--- config.mk ---
export PLATFORM = sky130hd
export DESIGN_NAME = insn_decode24
export DESIGN_NICKNAME = d
export VERILOG_FILES = /design/src/rtl/insn_dec_pkg.sv /design/src/rtl/insn_dec_alu.sv /design/src/rtl/insn_dec_mem.sv /design/src/rtl/insn_dec_flow.sv /design/src/rtl/insn_decode24.sv
export SDC_FILE = /design/constraint.sdc
export NUM_CORES = 1
export LEC_CHECK = 0
export BUFFER_PORTS_ARGS = -buffer_cell sky130_fd_sc_hd__buf_2
export CAP_MARGIN = 20
export CORE_MARGIN = 3
export CORE_UTILIZATION = 35
export CTS_BUF_LIST = sky130_fd_sc_hd__clkbuf_8
export CTS_CLUSTER_DIAMETER = 80
export DETAILED_ROUTE_END_ITERATION = 16
export GPL_TIMING_DRIVEN = 1
export HOLD_SLACK_MARGIN = 0.06
export PLACE_DENSITY = 0.59
export SLEW_MARGIN = 0
export SYNTH_ARGS = -nofsm -noshare
export SYNTH_HDL_FRONTEND = slang
export SYNTH_SLANG_ARGS = --single-unit
--- constraint.sdc ---
create_clock -name clk -period 0.8 [get_ports clk]
set_input_delay 0.24 -clock clk [delete_from_list [all_inputs] [get_ports clk]]
set_output_delay 0.24 -clock clk [all_outputs]
set_load 0.02 [all_outputs]
--- src/rtl/insn_dec_pkg.sv ---
package insn_dec_pkg;

    localparam int INSN_W = 24;
    localparam int OPC_W  = 6;
    localparam int IDX_W  = 4;
    localparam int COND_W = 3;

    typedef enum logic [1:0] {
        CLS_ALU_IMM = 2'd0,
        CLS_ALU_REG = 2'd1,
        CLS_MEM     = 2'd2,
        CLS_FLOW    = 2'd3
    } cls_e;

    typedef enum logic [3:0] {
        OP_ADD  = 4'd0,
        OP_SUB  = 4'd1,
        OP_SLL  = 4'd2,
        OP_SRL  = 4'd3,
        OP_SRA  = 4'd4,
        OP_XOR  = 4'd5,
        OP_OR   = 4'd6,
        OP_AND  = 4'd7,
        OP_MUL  = 4'd8,
        OP_MULH = 4'd9,
        OP_DIVU = 4'd10,
        OP_REMU = 4'd11
    } aluop_e;

    localparam logic [3:0] LAST_ALU_OP = 4'd11;

    typedef struct packed {
        logic              illegal;
        cls_e              cls;
        logic [IDX_W-1:0]  rd;
        logic [IDX_W-1:0]  ra;
        logic [IDX_W-1:0]  rb;
        aluop_e            op;
        logic              use_imm;
        logic              rd_we;
        logic              mem_rd;
        logic              mem_wr;
        logic              mem_dbl;
        logic              br_en;
        logic [COND_W-1:0] cond;
        logic              jump;
        logic              link;
    } ctl_t;

endpackage

--- src/rtl/insn_dec_alu.sv ---
module insn_dec_alu
    import insn_dec_pkg::*;
#(
    parameter int XLEN = 24
) (
    input  logic [INSN_W-1:0] instr,
    output ctl_t              ctl,
    output logic [XLEN-1:0]   imm
);
    localparam int OPC_LSB  = INSN_W - OPC_W;
    localparam int IMM_W    = 10;
    localparam int UPPER_W  = 14;

    logic [OPC_W-1:0] opc;
    logic [3:0]       fn;
    logic             reg_form;
    logic             alu_unused;

    assign opc        = instr[INSN_W-1:OPC_LSB];
    assign fn         = opc[4:1];
    assign reg_form   = opc[0];
    assign alu_unused = opc[5];

    always_comb begin
        ctl    = '0;
        imm    = '0;
        ctl.rd = instr[17:14];
        ctl.rd_we = 1'b1;
        if (fn > LAST_ALU_OP) begin
            ctl.illegal = 1'b1;
        end else if (reg_form) begin
            ctl.cls     = CLS_ALU_REG;
            ctl.ra      = instr[13:10];
            ctl.rb      = instr[9:6];
            ctl.op      = aluop_e'(fn);
            ctl.use_imm = 1'b0;
            if (instr[5:0] != 6'd0) begin
                ctl.illegal = 1'b1;
            end
        end else if (fn == 4'd1) begin
            ctl.cls     = CLS_ALU_IMM;
            ctl.ra      = '0;
            ctl.op      = OP_ADD;
            ctl.use_imm = 1'b1;
            imm         = {instr[UPPER_W-1:0], {(XLEN-UPPER_W){1'b0}}};
        end else begin
            ctl.cls     = CLS_ALU_IMM;
            ctl.ra      = instr[13:10];
            ctl.op      = aluop_e'(fn);
            ctl.use_imm = 1'b1;
            imm         = {{(XLEN-IMM_W){instr[IMM_W-1]}}, instr[IMM_W-1:0]};
        end
    end

endmodule

--- src/rtl/insn_dec_mem.sv ---
module insn_dec_mem
    import insn_dec_pkg::*;
#(
    parameter int XLEN = 24
) (
    input  logic [INSN_W-1:0] instr,
    output ctl_t              ctl,
    output logic [XLEN-1:0]   imm
);
    localparam int OPC_LSB = INSN_W - OPC_W;
    localparam int OFS_W   = 10;
    localparam int IOFS_W  = 6;

    logic [OPC_W-1:0] opc;
    logic             indexed;
    logic             store;
    logic             dbl;
    logic [1:0]       mem_unused;

    assign opc        = instr[INSN_W-1:OPC_LSB];
    assign indexed    = opc[0];
    assign store      = opc[1];
    assign dbl        = opc[2];
    assign mem_unused = opc[5:4];

    always_comb begin
        ctl = '0;
        imm = '0;
        if (opc[3]) begin
            ctl.illegal = 1'b1;
        end else begin
            ctl.cls     = CLS_MEM;
            ctl.ra      = instr[17:14];
            ctl.rd      = instr[13:10];
            ctl.op      = OP_ADD;
            ctl.use_imm = 1'b1;
            ctl.rd_we   = ~store;
            ctl.mem_rd  = ~store;
            ctl.mem_wr  = store;
            ctl.mem_dbl = dbl;
            if (indexed) begin
                ctl.rb = instr[9:6];
                imm    = {{(XLEN-IOFS_W){instr[IOFS_W-1]}}, instr[IOFS_W-1:0]};
            end else begin
                imm    = {{(XLEN-OFS_W){instr[OFS_W-1]}}, instr[OFS_W-1:0]};
            end
        end
    end

endmodule

--- src/rtl/insn_dec_flow.sv ---
module insn_dec_flow
    import insn_dec_pkg::*;
#(
    parameter int XLEN = 24
) (
    input  logic [INSN_W-1:0] instr,
    output ctl_t              ctl,
    output logic [XLEN-1:0]   imm
);
    localparam int OPC_LSB = INSN_W - OPC_W;
    localparam int BOFS_W  = 10;
    localparam int JOFS_W  = 14;
    localparam int LOFS_W  = 6;

    logic [OPC_W-1:0] opc;
    logic [1:0]       flow_unused;

    assign opc         = instr[INSN_W-1:OPC_LSB];
    assign flow_unused = opc[5:4];

    always_comb begin
        ctl = '0;
        imm = '0;
        if (!opc[3]) begin
            if (opc[2:1] == 2'b11) begin
                ctl.illegal = 1'b1;
            end else begin
                ctl.cls     = CLS_FLOW;
                ctl.ra      = instr[17:14];
                ctl.rb      = instr[13:10];
                ctl.op      = OP_SUB;
                ctl.use_imm = 1'b0;
                ctl.br_en   = 1'b1;
                ctl.cond    = opc[2:0];
                imm         = {{(XLEN-BOFS_W){instr[BOFS_W-1]}}, instr[BOFS_W-1:0]};
            end
        end else begin
            unique case (opc[2:0])
                3'b000: begin
                    ctl.cls     = CLS_FLOW;
                    ctl.ra      = instr[17:14];
                    ctl.op      = OP_ADD;
                    ctl.use_imm = 1'b1;
                    ctl.jump    = 1'b1;
                    imm         = {{(XLEN-JOFS_W){instr[JOFS_W-1]}}, instr[JOFS_W-1:0]};
                end
                3'b110: begin
                    ctl.cls     = CLS_FLOW;
                    ctl.ra      = instr[17:14];
                    ctl.rd      = instr[13:10];
                    ctl.rb      = instr[9:6];
                    ctl.op      = OP_ADD;
                    ctl.use_imm = 1'b1;
                    ctl.jump    = 1'b1;
                    ctl.link    = 1'b1;
                    ctl.rd_we   = 1'b1;
                    imm         = {{(XLEN-LOFS_W){instr[LOFS_W-1]}}, instr[LOFS_W-1:0]};
                end
                default: begin
                    ctl.illegal = 1'b1;
                end
            endcase
        end
    end

endmodule

--- src/rtl/insn_decode24.sv ---
module insn_decode24
    import insn_dec_pkg::*;
#(
    parameter int XLEN = 24
) (
    input  logic                 clk,
    input  logic                 rst_n,
    input  logic                 in_valid,
    input  logic [INSN_W-1:0]    in_instr,
    output logic                 out_valid,
    output logic                 out_illegal,
    output logic [1:0]           out_cls,
    output logic [IDX_W-1:0]     out_rd,
    output logic [IDX_W-1:0]     out_ra,
    output logic [IDX_W-1:0]     out_rb,
    output logic [3:0]           out_alu_op,
    output logic                 out_use_imm,
    output logic                 out_rd_we,
    output logic                 out_mem_rd,
    output logic                 out_mem_wr,
    output logic                 out_mem_dbl,
    output logic                 out_br_en,
    output logic [COND_W-1:0]    out_br_cond,
    output logic                 out_jump,
    output logic                 out_link,
    output logic [XLEN-1:0]      out_imm
);
    localparam int CLS_MSB = INSN_W - 1;
    localparam int CLS_LSB = INSN_W - 2;

    typedef struct packed {
        logic            vld;
        ctl_t            ctl;
        logic [XLEN-1:0] imm;
    } stage_t;

    ctl_t            alu_ctl, mem_ctl, flw_ctl, pick_ctl;
    logic [XLEN-1:0] alu_imm, mem_imm, flw_imm, pick_imm;
    stage_t          st_d, st_q;

    insn_dec_alu #(.XLEN(XLEN)) u_alu (
        .instr (in_instr),
        .ctl   (alu_ctl),
        .imm   (alu_imm)
    );

    insn_dec_mem #(.XLEN(XLEN)) u_mem (
        .instr (in_instr),
        .ctl   (mem_ctl),
        .imm   (mem_imm)
    );

    insn_dec_flow #(.XLEN(XLEN)) u_flow (
        .instr (in_instr),
        .ctl   (flw_ctl),
        .imm   (flw_imm)
    );

    always_comb begin
        unique case (in_instr[CLS_MSB:CLS_LSB])
            2'b10: begin
                pick_ctl = mem_ctl;
                pick_imm = mem_imm;
            end
            2'b11: begin
                pick_ctl = flw_ctl;
                pick_imm = flw_imm;
            end
            default: begin
                pick_ctl = alu_ctl;
                pick_imm = alu_imm;
            end
        endcase
    end

    always_comb begin
        st_d = '0;
        if (in_valid) begin
            st_d.vld = 1'b1;
            if (pick_ctl.illegal) begin
                st_d.ctl.illegal = 1'b1;
            end else begin
                st_d.ctl       = pick_ctl;
                st_d.ctl.rd_we = pick_ctl.rd_we && (pick_ctl.rd != '0);
                st_d.imm       = pick_imm;
            end
        end
    end

    always_ff @(posedge clk or negedge rst_n) begin
        if (!rst_n) begin
            st_q <= '0;
        end else begin
            st_q <= st_d;
        end
    end

    assign out_valid   = st_q.vld;
    assign out_illegal = st_q.ctl.illegal;
    assign out_cls     = st_q.ctl.cls;
    assign out_rd      = st_q.ctl.rd;
    assign out_ra      = st_q.ctl.ra;
    assign out_rb      = st_q.ctl.rb;
    assign out_alu_op  = st_q.ctl.op;
    assign out_use_imm = st_q.ctl.use_imm;
    assign out_rd_we   = st_q.ctl.rd_we;
    assign out_mem_rd  = st_q.ctl.mem_rd;
    assign out_mem_wr  = st_q.ctl.mem_wr;
    assign out_mem_dbl = st_q.ctl.mem_dbl;
    assign out_br_en   = st_q.ctl.br_en;
    assign out_br_cond = st_q.ctl.cond;
    assign out_jump    = st_q.ctl.jump;
    assign out_link    = st_q.ctl.link;
    assign out_imm     = st_q.imm;

endmodule

==> summary.md, run 1 <==
• Chip Width: 90.3 um
• unrepaired setup endpoints after global routing: yes
• Arrival @ worst endpoint: 1600 ps
• cell row count: 30
• WL per Instance: 16.3 um
• Post-Place Cells: 459
• clock slew seen by the registers of the worst setup and hold paths: 100 ps
• final std cells w/o fill: 482
• Post-synth EDFFs: 0
• share of the synthesized area in the top cell type: 55.3%
• ports placed on the boundary: 82
• slew at the pin closest to its max-slew limit: 390 ps
• post-synth top area cell: sky130_fd_sc_hd__dfrtp_1
• critical path launch point: in_instr[19]
• class of the tightest hold or removal check: input port to flop
• yosys synthesis warning count: 0
• minimum clock period: 1350 ps
• number of vias in the routed layout: 2,438
• ratio of routed vias to standard cells: 5.06
• diodes inserted: 0
• CTS Root Cell: sky130_fd_sc_hd__clkbuf_8
• share of cells above drive strength 1: 59.1%
• net count after synthesis: 253
• post-layout utilization of the core: 63.4%
• leading post-synthesis cells by cell area: sky130_fd_sc_hd__dfrtp_1, sky130_fd_sc_hd__nor2_1, sky130_fd_sc_hd__a22oi_1
• Min-Delay Startpoint: in_valid
• total standard cell area after synthesis: 2490 um2
• remaining design rule violation count: 0
• worst ir drop on vdd: 0.752 mV
• Total Die Area: 8150 um2
• HPWL after detailed placement: 5410 um
• final global-route overflow total: 0
• synthesized netlist cell count: 226
• Area growth syn-to-layout: 74.0%
• die extent in y: 90.3 um
• final net count: 412
• clock tree sinks: 55
• first-pass detailed-route iteration total: 4
• most used flip-flop cell after synthesis: sky130_fd_sc_hd__dfrtp_1
• number of buffer cells added on primary ports: 81
• Bufs on Longest Clock Path: 2
• leading cell type in the layout, fill and taps excluded: sky130_fd_sc_hd__buf_4
• routability-driven placement congestion ratio: 0.829
• overall routed net length: 7870 um
• deepest level of the CTS H-tree: 2
• cell area after layout: 4330 um2
• sequential share of the synthesized area: 55.3%
• Syn Area/Cell: 11.0 um2
• Final Hold Viols: 0
• largest net degree at the start of global routing: 56
• number of CTS-inserted buffers: 5
• Power Dens Cells: 1410 nW/um2
• static leakage power: 2.05 nW
• part of the cycle the worst path needs: 169%
• placed instance area: 3500 um2
• total track usage: 19.7%
• number of library cell types mapped by synthesis: 50
• antenna violations before repair: 0
• Max-cap violations: 0
• total design power: 0.00608 W
• highest-count cells in the layout ignoring fill and taps: sky130_fd_sc_hd__buf_4, sky130_fd_sc_hd__buf_6, sky130_fd_sc_hd__dfrtp_1, sky130_fd_sc_hd__nor2_1, sky130_fd_sc_hd__buf_2
• endpoint type of the worst setup path: flop
• wire length of the first global-routing pass: 12,900 um
• required arrival time at the worst endpoint: 1040 ps
• TritonCTS clock tree: yes
• DRT antenna net count: 0
• vias in the first global route: 2,538
• worst-path fanout max: 8
• effective utilization at floorplan: 36.4%
• count of endpoints failing setup in the final report: 109
• Yosys reg bits: 55
• area inside the core boundary: 6830 um2
• setup slack after layout: -553 ps
• DRC marker count from the first detailed-route iteration: 164
• startpoint type of the worst setup path: input port
• achievable frequency: 739 MHz
• worst slew slack as a fraction of its limit: 73.7%
• violated checks: negative setup slack
• max-slew violation count: 0
• status: complete, but fails checks
• critical path class: input port to flop
• share of async-settable or async-resettable flops after synthesis: 100%
## layer usage
layer | share of wire, % | GRT usage (%) | wire [um] | vias to the layer above
met5 | 0 | 0 | 0 | -
met4 | 1.6 | 7.14 | 129 | 0
met3 | 5.5 | 4.50 | 434 | 12
met2 | 50 | 31.9 | 3900 | 77
met1 | 43 | 26.1 | 3410 | 1203
li1 | - | - | - | 1146
## synth_stat cells, types with 2 or more instances
library cell,n
sky130_fd_sc_hd__a21o_1,3
sky130_fd_sc_hd__a21oi_1,18
sky130_fd_sc_hd__a22oi_1,13
sky130_fd_sc_hd__a31oi_1,2
sky130_fd_sc_hd__and2_1,6
sky130_fd_sc_hd__buf_2,3
sky130_fd_sc_hd__buf_4,4
sky130_fd_sc_hd__buf_6,2
sky130_fd_sc_hd__clkbuf_1,6
sky130_fd_sc_hd__dfrtp_1,55
sky130_fd_sc_hd__inv_1,4
sky130_fd_sc_hd__nand2_1,6
sky130_fd_sc_hd__nand2b_1,3
sky130_fd_sc_hd__nand4_1,2
sky130_fd_sc_hd__nor2_1,28
sky130_fd_sc_hd__nor2b_1,3
sky130_fd_sc_hd__nor3_1,9
sky130_fd_sc_hd__nor4_1,4
sky130_fd_sc_hd__nor4_2,5
sky130_fd_sc_hd__o21a_1,12
sky130_fd_sc_hd__o21ai_0,6
sky130_fd_sc_hd__o221a_2,3
sky130_fd_sc_hd__o41ai_1,2
## what timing repair did
item / CTS / global route
cloned: 4 / 0
hold buffers: 1 / 0
endpoints found under the setup margin: 109 / 109
gates resized for setup: 153 / 29
setup buffers: 6 / 5
pin swaps: 33 / 16
hold endpoints to repair: 55 / 0
## report_power, final
part	internal (W)	switching (W)	leakage, nW
combinational	0.000787	0.000830	1.26
clock	0.000611	0.000925	0.0402
sequential	0.00288	0.0000508	0.752
## flip-flops by register name, summed over array words and instances (netlist names)
name / count
out_valid: 1
out_mem_wr: 1
out_jump: 1
out_ra: 4
out_illegal: 1
out_link: 1
out_mem_dbl: 1
out_imm: 24
out_alu_op: 4
out_br_en: 1
out_cls: 2
out_use_imm: 1
out_mem_rd: 1
out_br_cond: 3
out_rb: 4
out_rd: 4
out_rd_we: 1
## path summary, 6_finish.rpt
| path | to | slack, ps | cells after the start |
|---|---|---|---|
| max in group asynchronous | out_imm[16] | 120 | 3 |
| worst min-delay path | out_valid | 200 | 2 |
| worst max-delay path | out_link | -550 | 7 |
| min in group asynchronous | out_br_en | 450 | 3 |
## per-stage QoR
step / hold WS [ps] / setup TNS (ps) / setup slack (ps)
final: 202 / -39830 / -553
after global placement: 257 / -50320 / -1000
after CTS: 197 / -39520 / -541
after floorplan: -55.6 / -36670 / -791
after detailed placement: 264 / -52850 / -1060
after global routing: 211 / -43710 / -590
## cell type report
cell class / instances / area [um2]
Fill cell: 552 / 2500
Timing Repair Buffer: 164 / 1480
Sequential cell: 55 / 1380
Multi-Input combinational cell: 154 / 1240
Tap cell: 96 / 120
Clock buffer: 5 / 68.8
Inverter: 5 / 21.3
Clock inverter: 3 / 20.0
## critical path, stage by stage
cell,delay [ps]
sky130_fd_sc_hd__buf_8,110
sky130_fd_sc_hd__nor2b_4,120
sky130_fd_sc_hd__a32o_2,290
sky130_fd_sc_hd__o21a_4,250
sky130_fd_sc_hd__or2_4,340
sky130_fd_sc_hd__buf_4,160
sky130_fd_sc_hd__nor3_2,90
## cells by family (layout without fill, tap and decap cells)
family	Yosys count	count (layout)	synth area share [%]
compound gates	73	73	21.1
buf+inv	20	177	4.38
flops	55	55	55.3
mux	1	1	0.402
simple gates	77	80	18.8
Note: power is estimated with default switching activity, not from simulation.
==> run 2, diff against run 1 <==
--- a/config.mk
+++ b/config.mk
@@ -7,6 +7,7 @@
 export LEC_CHECK = 0
 export BUFFER_PORTS_ARGS = -buffer_cell sky130_fd_sc_hd__buf_2
 export CAP_MARGIN = 20
+export CORE_ASPECT_RATIO = 1.4
 export CORE_MARGIN = 3
 export CORE_UTILIZATION = 35
 export CTS_BUF_LIST = sky130_fd_sc_hd__clkbuf_8
==> summary.md, run 2 (synthesis gave the netlist of run 1 again) <==
• worst ir drop on vdd: 1.12 mV, was 0.752 mV
• endpoint type of the worst setup path: flop, unchanged
• part of the total power dissipated in sequential elements: 42.9%, was 48.2%
• die extent in y: 106 um, was 90.3 um
• status: complete, but fails checks, unchanged
• effective utilization at floorplan: 36.9%, was 36.4%
• count of endpoints failing setup in the final report: 109, unchanged
• Final Hold Viols: 0, unchanged
• accumulated negative setup slack: -40,620 ps, was -39,830 ps
• share of cells above drive strength 1: 63.8%, was 59.1%
• max reg flops: 24, unchanged
• cell row count: 35, was 30
• CTS Root Cell: sky130_fd_sc_hd__clkbuf_8, unchanged
• highest-count cells in the layout ignoring fill and taps: sky130_fd_sc_hd__buf_4, sky130_fd_sc_hd__buf_6, sky130_fd_sc_hd__dfrtp_1, sky130_fd_sc_hd__buf_2, sky130_fd_sc_hd__a21oi_1, was sky130_fd_sc_hd__buf_4, sky130_fd_sc_hd__buf_6, sky130_fd_sc_hd__dfrtp_1, sky130_fd_sc_hd__nor2_1, sky130_fd_sc_hd__buf_2
• Area growth syn-to-layout: 83.0%, was 74.0%
• total track usage: 20.3%, was 19.7%
• ratio of routed vias to standard cells: 5.14, was 5.06
• static leakage power: 2.13 nW, was 2.05 nW
• unrepaired setup endpoints after global routing: yes, unchanged
• setup slack after layout: -593 ps, was -553 ps
• diodes inserted: 0, unchanged
• Filler Cells Inserted: 545, was 552
• final net count: 415, was 412
• vias in the first global route: 2,676, was 2,538
• achievable frequency: 718 MHz, was 739 MHz
• Power Dens Cells: 1500 nW/um2, was 1410 nW/um2
• deepest level of the CTS H-tree: 2, unchanged
• switching share of power: 27.2%, was 29.7%
• area inside the core boundary: 6740 um2, was 6830 um2
• Bufs on Longest Clock Path: 2, unchanged
• Post-Place Cells: 465, was 459
• number of vias in the routed layout: 2,474, was 2,438
• final std cells w/o fill: 481, was 482
• slew at the pin closest to its max-slew limit: 420 ps, was 390 ps
• routability-driven placement congestion ratio: 0.865, was 0.829
• first-pass detailed-route iteration total: 4, unchanged
• TritonCTS clock tree: yes, unchanged
• part of the cycle the worst path needs: 174%, was 169%
• class of the tightest hold or removal check: input port to flop, unchanged
• required arrival time at the worst endpoint: 1010 ps, was 1040 ps
• worst-path fanout max: 7, was 8
• Total Die Area: 8170 um2, was 8150 um2
• combinational share of power: 25.9%, was 26.6%
• minimum clock period: 1390 ps, was 1350 ps
• Chip Width: 77.3 um, was 90.3 um
• DRT antenna net count: 0, unchanged
• clock tree sinks: 55, unchanged
• HPWL after detailed placement: 5570 um, was 5410 um
• critical path class: input port to flop, unchanged
• worst slew slack as a fraction of its limit: 71.6%, was 73.7%
• largest net degree at the start of global routing: 56, unchanged
• remaining design rule violation count: 0, unchanged
• startpoint type of the worst setup path: input port, unchanged
• Arrival @ worst endpoint: 1610 ps, was 1600 ps
• antenna violations before repair: 0, unchanged
• Max-cap violations: 0, unchanged
• ports placed on the boundary: 82, unchanged
• switching power: 0.00186 W, was 0.00181 W
• number of buffer cells added on primary ports: 81, unchanged
• worst hold slack across all endpoints: 141 ps, was 202 ps
• number of CTS-inserted buffers: 5, unchanged
• final global-route overflow total: 0, unchanged
• WL per Instance: 17.5 um, was 16.3 um
• clock slew seen by the registers of the worst setup and hold paths: 100 ps, about the same
• fraction of power consumed by the clock network: 31.2%, was 25.3%
• wire length of the first global-routing pass: 13,200 um, was 12,900 um
• leading cell type in the layout, fill and taps excluded: sky130_fd_sc_hd__buf_4, unchanged
• DRC marker count from the first detailed-route iteration: 102, was 164
• Pint: 0.00497 W, was 0.00428 W
• overall routed net length: 8410 um, was 7870 um
• violated checks: negative setup slack, unchanged
• max-slew violation count: 0, unchanged
[run 2: routing by layer]
metal | global-route usage (%) | share of wire [%] | routed length (um) | vias to the layer above
met2 | 36.5 | 56 | 4730 | 85
li1 | - | - | - | 1144
met1 | 22.4 | 35 | 2960 | 1223
met3 | 3.93 | 4.8 | 405 | 22
met5 | 0 | 0 | 0 | -
met4 | 10.6 | 3.7 | 315 | 0
[run 2: worst paths after layout]
| kind | startpoint | endpoint | slack [ps] | cells past startpoint |
|---|---|---|---|---|
| min in group asynchronous | rst_n | out_imm[8] | 440 | 3 |
| hold / removal | in_instr[22] | out_alu_op[2] | 140 | 2 |
| max in group asynchronous | rst_n | out_cls[1] | 120 | 3 |
| setup / recovery | in_instr[19] | out_imm[3] | -590 | 9 |
[run 2: cell type report]
cell class | instances | area [um2] | area share [%]
timing repair buffer | 169 | 1540 | 33.7
sequential | 55 | 1380 | 30.2
multi-input combinational | 152 | 1370 | 30.1
tap | 92 | 115 | 2.53
clock buffer | 5 | 68.8 | 1.51
clock inverter | 3 | 63.8 | 1.40
inverter | 5 | 21.3 | 0.467
[run 2: worst max-delay path, stage by stage]
cell and delay (ps):
sky130_fd_sc_hd__buf_8 90, sky130_fd_sc_hd__buf_4 150, sky130_fd_sc_hd__nand2b_4 70, sky130_fd_sc_hd__buf_4 130, sky130_fd_sc_hd__o21ai_0 300, sky130_fd_sc_hd__o31ai_1 170
sky130_fd_sc_hd__nor4b_4 160, sky130_fd_sc_hd__buf_4 150, sky130_fd_sc_hd__and2_1 140
[run 2: what timing repair did]
item,in CTS,in global routing
hold buffers,1,0
cloned,1,2
hold endpoints to repair,55,0
setup buffers,2,2
pin swaps,16,15
gates resized for setup,171,37
setup endpoints to repair,109,109
[run 2: per-stage QoR]
| stage | power (W) | setup WS [ps] | area [um2] | utilization [%] |
|---|---|---|---|---|
| 6_report | 0.00683 | -593 | 4550 | 67.5 |
| 5_1_grt | 0.00709 | -676 | 4550 | 67.5 |
| 4_1_cts | 0.00673 | -500 | 4370 | 64.8 |
| 3_5_place_dp | 0.00427 | -975 | 3580 | 53.2 |
| 3_3_place_gp | 0.00426 | -965 | 3580 | 53.2 |
| 2_1_floorplan | 0.00360 | -791 | 2550 | - |
[run 2: power groups by stage]
| stage | sequential (W) | clock (W) | combinational, W |
|---|---|---|---|
| final | 0.00293 | 0.00213 | 0.00177 |
| after global routing | 0.00294 | 0.00227 | 0.00188 |
| after CTS | 0.00293 | 0.00218 | 0.00162 |
| after detailed placement | 0.00296 | 0 | 0.00131 |
| after global placement | 0.00296 | 0 | 0.00130 |
| after floorplan | 0.00310 | 0 | 0.000501 |
